==> config.mk <==
export PLATFORM = sky130hd
export DESIGN_NAME = hash_chain_seq
export DESIGN_NICKNAME = d
export VERILOG_FILES = /design/src/rtl/hcs_pkg.sv /design/src/rtl/hcs_addr_fmt.sv /design/src/rtl/hcs_chunk_sel.sv /design/src/rtl/hash_chain_seq.sv
export SDC_FILE = /design/constraint.sdc
export NUM_CORES = 2
export LEC_CHECK = 0
export BUFFER_PORTS_ARGS = -buffer_cell sky130_fd_sc_hd__buf_2
export CORE_AREA = 10 10 495 497
export CTS_CLUSTER_DIAMETER = 30
export DETAILED_ROUTE_END_ITERATION = 7
export DIE_AREA = 0 0 505 507
export PLACE_DENSITY = 0.59
export SLEW_MARGIN = 5
export SYNTH_ARGS = -nofsm -noshare
export SYNTH_HDL_FRONTEND = slang
export SYNTH_HIERARCHICAL = 1
export SYNTH_SLANG_ARGS = --single-unit
export TNS_END_PERCENT = 1
==> constraint.sdc <==
create_clock -name clk -period 5.4 [get_ports clk]
set_input_delay 0.54 -clock clk [delete_from_list [all_inputs] [get_ports clk]]
set_output_delay 0.54 -clock clk [all_outputs]
set_load 0.05 [all_outputs]
==> src/rtl/hcs_pkg.sv <==
package hcs_pkg;
    typedef enum logic [1:0] {
        HC_IDLE  = 2'd0,
        HC_ISSUE = 2'd1,
        HC_WAIT  = 2'd2
    } hc_state_e;

    typedef enum logic [1:0] {
        CALL_KEY  = 2'd0,
        CALL_MASK = 2'd1,
        CALL_F    = 2'd2
    } hc_call_e;
endpackage

==> src/rtl/hcs_addr_fmt.sv <==
// Rewrites the position and key/mask fields of the address word.
module hcs_addr_fmt #(
    parameter int DW     = 256,
    parameter int FW     = 32,
    parameter int KM_LSB = 0,
    parameter int HA_LSB = 32,
    parameter int PW     = 5
) (
    input  logic [DW-1:0] addr_i,
    input  logic [PW-1:0] pos_i,
    input  logic          mask_sel_i,
    output logic [DW-1:0] addr_o
);
    always_comb begin
        addr_o                = addr_i;
        addr_o[KM_LSB +: FW]  = FW'(mask_sel_i);
        addr_o[HA_LSB +: FW]  = FW'(pos_i);
    end
endmodule

==> src/rtl/hcs_chunk_sel.sv <==
// Picks the sponge lane for one operation of a call; the squeeze carries zero.
module hcs_chunk_sel #(
    parameter int DW  = 256,
    parameter int RW  = 128,
    parameter int OPW = 3
) (
    input  logic [2*DW-1:0] msg_i,
    input  logic [OPW-1:0]  sel_i,
    input  logic            squeeze_i,
    output logic [RW-1:0]   chunk_o
);
    localparam int NCH = (2 * DW) / RW;

    logic [RW-1:0] parts [NCH];

    for (genvar g = 0; g < NCH; g++) begin : g_part
        assign parts[g] = msg_i[g*RW +: RW];
    end

    always_comb begin
        chunk_o = '0;
        for (int k = 0; k < NCH; k++) begin
            if (!squeeze_i && sel_i == OPW'(k)) begin
                chunk_o = parts[k];
            end
        end
    end
endmodule

==> src/rtl/hash_chain_seq.sv <==
module hash_chain_seq
    import hcs_pkg::*;
#(
    parameter int W      = 16,
    parameter int DW     = 256,
    parameter int RW     = 128,
    parameter int FW     = 32,
    parameter int KM_LSB = 0,
    parameter int HA_LSB = 32,
    parameter int CW     = $clog2(W)
) (
    input  logic          clk,
    input  logic          rst_n,
    input  logic          start,
    input  logic [DW-1:0] s_in,
    input  logic [CW-1:0] i_in,
    input  logic [CW-1:0] j_in,
    input  logic [DW-1:0] seed_in,
    input  logic [DW-1:0] addr_in,
    output logic [DW-1:0] hc_out,
    output logic          hc_done,
    output logic          hc_err,
    output logic          hc_busy,
    output logic          sp_start,
    output logic          sp_cont,
    output logic          sp_squeeze,
    output logic [RW-1:0] sp_din,
    input  logic [RW-1:0] sp_dout,
    input  logic          sp_done
);
    localparam int NCH  = (2 * DW) / RW;
    localparam int NOPS = NCH + 1;
    localparam int OPW  = $clog2(NOPS);
    localparam int PW   = CW + 1;
    localparam logic [PW-1:0] LAST_POS = PW'(W - 1);
    localparam logic [OPW-1:0] OP_SQZ  = OPW'(NOPS - 1);
    localparam logic [OPW-1:0] OP_LAST = OPW'(NOPS - 2);

    typedef struct packed {
        hc_state_e      st;
        hc_call_e       call;
        logic [OPW-1:0] op;
        logic [PW-1:0]  pos;
        logic [PW-1:0]  left;
        logic [DW-1:0]  val;
        logic [DW-1:0]  key;
        logic [DW-1:0]  bm;
        logic [DW-1:0]  seed;
        logic [DW-1:0]  addr;
        logic [RW-1:0]  lo;
        logic           done;
        logic           err;
    } regs_t;

    regs_t q, d;

    logic [DW-1:0]   addr_fmt;
    logic [2*DW-1:0] msg;
    logic [PW-1:0]   span_end;
    logic [DW-1:0]   call_res;

    hcs_addr_fmt #(
        .DW(DW), .FW(FW), .KM_LSB(KM_LSB), .HA_LSB(HA_LSB), .PW(PW)
    ) u_addr (
        .addr_i    (q.addr),
        .pos_i     (q.pos),
        .mask_sel_i(q.call == CALL_MASK),
        .addr_o    (addr_fmt)
    );

    assign msg = (q.call == CALL_F) ? {q.val ^ q.bm, q.key} : {addr_fmt, q.seed};

    hcs_chunk_sel #(
        .DW(DW), .RW(RW), .OPW(OPW)
    ) u_chunk (
        .msg_i    (msg),
        .sel_i    (q.op),
        .squeeze_i(q.op == OP_SQZ),
        .chunk_o  (sp_din)
    );

    assign span_end = PW'(i_in) + PW'(j_in);
    assign call_res = {sp_dout, q.lo};

    always_comb begin
        d      = q;
        d.done = 1'b0;
        d.err  = 1'b0;
        case (q.st)
            HC_IDLE: begin
                if (start) begin
                    if (span_end > LAST_POS) begin
                        d.err = 1'b1;
                    end else if (j_in == '0) begin
                        d.val  = s_in;
                        d.done = 1'b1;
                    end else begin
                        d.val  = s_in;
                        d.pos  = PW'(i_in);
                        d.left = PW'(j_in);
                        d.seed = seed_in;
                        d.addr = addr_in;
                        d.call = CALL_KEY;
                        d.op   = '0;
                        d.st   = HC_ISSUE;
                    end
                end
            end
            HC_ISSUE: d.st = HC_WAIT;
            HC_WAIT: begin
                if (sp_done) begin
                    if (q.op == OP_SQZ) begin
                        d.op = '0;
                        d.st = HC_ISSUE;
                        case (q.call)
                            CALL_KEY: begin
                                d.key  = call_res;
                                d.call = CALL_MASK;
                            end
                            CALL_MASK: begin
                                d.bm   = call_res;
                                d.call = CALL_F;
                            end
                            default: begin
                                d.val  = call_res;
                                d.pos  = q.pos + 1'b1;
                                d.left = q.left - 1'b1;
                                d.call = CALL_KEY;
                                if (q.left == PW'(1)) begin
                                    d.st   = HC_IDLE;
                                    d.done = 1'b1;
                                end
                            end
                        endcase
                    end else begin
                        if (q.op == OP_LAST) begin
                            d.lo = sp_dout;
                        end
                        d.op = q.op + 1'b1;
                        d.st = HC_ISSUE;
                    end
                end
            end
            default: d.st = HC_IDLE;
        endcase
    end

    always_ff @(posedge clk or negedge rst_n) begin
        if (!rst_n) begin
            q <= '0;
        end else begin
            q <= d;
        end
    end

    assign hc_out     = q.val;
    assign hc_done    = q.done;
    assign hc_err     = q.err;
    assign hc_busy    = (q.st != HC_IDLE);
    assign sp_start   = (q.st == HC_ISSUE) && (q.op == '0);
    assign sp_cont    = (q.st == HC_ISSUE) && (q.op != '0);
    assign sp_squeeze = (q.st == HC_ISSUE) && (q.op == OP_SQZ);
endmodule

==> reports/results.md <==
| Item | Reported |
|---|---|
| Maximum number of pins on one net before global-route repair | 161 |
| Share of post-route cells with drive strength above 1 | 0.374 |
| Post-route clock period utilization | 0.889 |
| Insertion delay to the later sink of the worst-skew pair | 0.93 ns |
| Post-placement setup slack | 1.38 ns |
| Static power due to leakage | 45.9 nW |
| Result of the run | complete, no violations |
| Pins over their slew limit | 0 |
| Post-cts gate resize count | 0 |
| Crit path largest cell delay | 0.83 ns |
| Avg Synthesized Cell Area | 12.5 µm² |
| Arrival time of data at the critical path endpoint | 4.26 ns |
| Setup_tns | 0 ns |
| CTS Root Buffer Type | sky130_fd_sc_hd__clkbuf_16 |
| Fin nets | 8256 |
| Final count of hold timing violations | 0 |
| Initial Util | 0.299 |
| Maximum vdd drop | 0.580 mV |
| Initial antenna violation count | 102 |
| Timing startpoint of the critical path | q[1424] |
| Drt pass-1 iters | 6 |
| Post-route DRC violation count | 0 |
| Sequential cell area | 0.0341 mm² |
| Total area of multi-input combinational cells | 0.0294 mm² |
| Maximum clock rate | 0.208 GHz |
| DR vias/cell | 4.86 |
| Kind of critical path | flip-flop to primary output |
| Final Critical Period | 4.80 ns |
| Total Die Area | 0.256 mm² |
| Ordered list of cells on the worst path | nand2b_4 > buf_4 > mux2_2 > mux2i_1 > o22ai_1 > buf_2 |
| Worst reg2reg path startpoint | q[1421] |
| Slew HR | 0.245 |
| Max-cap viol count | 0 |
| Number of buffers added on ports | 1233 |
| Worst-Margin Slew | 1.13 ns |
| Total wire length | 281000 µm |
| Maximum level of the CTS H-tree | 5 |
| Post-synth design cell area | 0.0702 mm² |
| Largest clock skew in the final design | 0.0940 ns |
| Post-CTS clock slew at the launch and capture registers of the worst setup and hold paths | 0.04 ns |
| Die Y | 507 µm |
| Type of element launching the critical path | flip-flop |
| Count of fill cells added during filler insertion | 21600 |
| Slowest-stage cell, CP | sky130_fd_sc_hd__nand2b_4 |
| Worst hold-check path type | input pin to flip-flop |
| Maximum buffer depth of the clock tree | 4 |
| GPL Wtd Cong | 0.910 |
| Number of placement rows | 178 |
| Post-route worst setup slack | 0.601 ns |
| Final setup vio count | 0 |
| Critical path peak fanout | 51 |
| Synthesized netlist cell count | 5598 |
| Core utilization of the finished layout | 0.413 |
| Remaining antenna violation count | 0 |
| Overall Global Routing Usage | 0.210 |
| Required time of the critical path | 4.86 ns |
| Total gr overflow | 0 |
| Initial DRC count | 4741 |
| I/O pins | 1298 |
| TritonCTS clock tree | built |
| Growth of design area from synthesis to finish | 38.2% |
| Overall via count from detail_route | 52600 |
| TritonCTS Buffers | 362 |
| Number of global-route vias before repair | 56300 |
| Crit. End Element | primary output |
| Warnings, synthesis | 6 |
| Clock tree sinks | 1363 |
| Post-CTS setup buffer count | 0 |
| Unrepaired setup endpoints after global routing | no |
| Chip Width | 505 µm |
| Core area | 0.235 mm² |
| DP Wirelength | 197000 µm |
| Power density over cell area | 629 mW/mm² |
| Global-route wire length before repair | 404000 µm |
| Detailed-route wire length per cell | 26.0 µm |
| Startpoint of the tightest hold check path | sp_dout[120] |
[layer usage]
layer  vias to the layer above  GRT usage  share of wire
li1                      22700          -              -
met1                     26700      0.260           0.41
met2                      2444      0.340           0.46
met3                       699     0.0562          0.074
met4                        34      0.102          0.051
met5                         -          0        0.00081
[cells in the final DEF (no fill, tap or decap), types with 128 or more instances in the layout]
master / instances
sky130_fd_sc_hd__buf_2: 1232
sky130_fd_sc_hd__o21ai_0: 258
sky130_fd_sc_hd__clkbuf_16: 365
sky130_fd_sc_hd__o22ai_1: 128
sky130_fd_sc_hd__nand2_1: 263
sky130_fd_sc_hd__mux2_2: 644
sky130_fd_sc_hd__mux2_4: 250
sky130_fd_sc_hd__dlygate4sd3_1: 833
sky130_fd_sc_hd__xnor2_1: 256
sky130_fd_sc_hd__dfrtp_1: 1362
sky130_fd_sc_hd__mux2i_1: 514
sky130_fd_sc_hd__mux2_1: 451
sky130_fd_sc_hd__a22oi_1: 258
sky130_fd_sc_hd__inv_1: 267
[where the power goes]
group	switching, W	internal, W	leakage, nW
sequential	0.00279	0.0137	17.5
combinational	0.0149	0.00757	22.2
clock	0.00642	0.0157	6.15
total	0.0241	0.0369	45.9
[what timing repair did]
action,CTS,global route
endpoints found under the setup margin,0,0
endpoints found under the hold margin,1109,1
hold buffers,832,1
[worst paths after layout]
kind / end / slack, ns / cells past startpoint
worst min register to register: q[561] / 0.48 / 1
worst max register to register: hc_out[208] / 1.30 / 9
worst min-delay path: call_res[120] / 0.08 / 2
max in group asynchronous: q[1099] / 3.52 / 3
worst max-delay path: sp_din[106] / 0.60 / 6
min in group asynchronous: q[643] / 0.28 / 2
[state kept, by name, summed over array words and instances (netlist names)]
register,count
hc_done,1
hc_out,256
call_res,128
q,977
hc_err,1
[layout make-up]
class | count | share of cell area
timing repair buffer | 2186 | 0.164
antenna | 68 | 0.00175
tap | 3150 | 0.0406
multi-input combinational | 3158 | 0.303
clock inverter | 158 | 0.0246
clock buffer | 475 | 0.105
sequential | 1363 | 0.351
inverter | 267 | 0.0103
[stage by stage]
step	hold WS (ns)	power (W)	std cells	cell area, µm²
finish	0.0847	0.0611	10800	97100
global route	0.00883	0.0636	10800	97000
CTS	0.000911	0.0613	10800	96900
detailed placement	0.468	0.0384	9291	76000
global placement	0.461	0.0380	9291	76000
floorplan	0.244	0.0332	5655	70400
[critical path: cells and delay by family (launching register included)]
family | cells | cell delay (ns)
buffers and inverters | 2 | 0.72
AND/OR/NAND/NOR | 1 | 0.83
flip-flops | 1 | 0.45
AO/OA/AOI/OAI | 1 | 0.25
multiplexers | 2 | 1.11
Note: power is estimated with default switching activity, not from simulation.
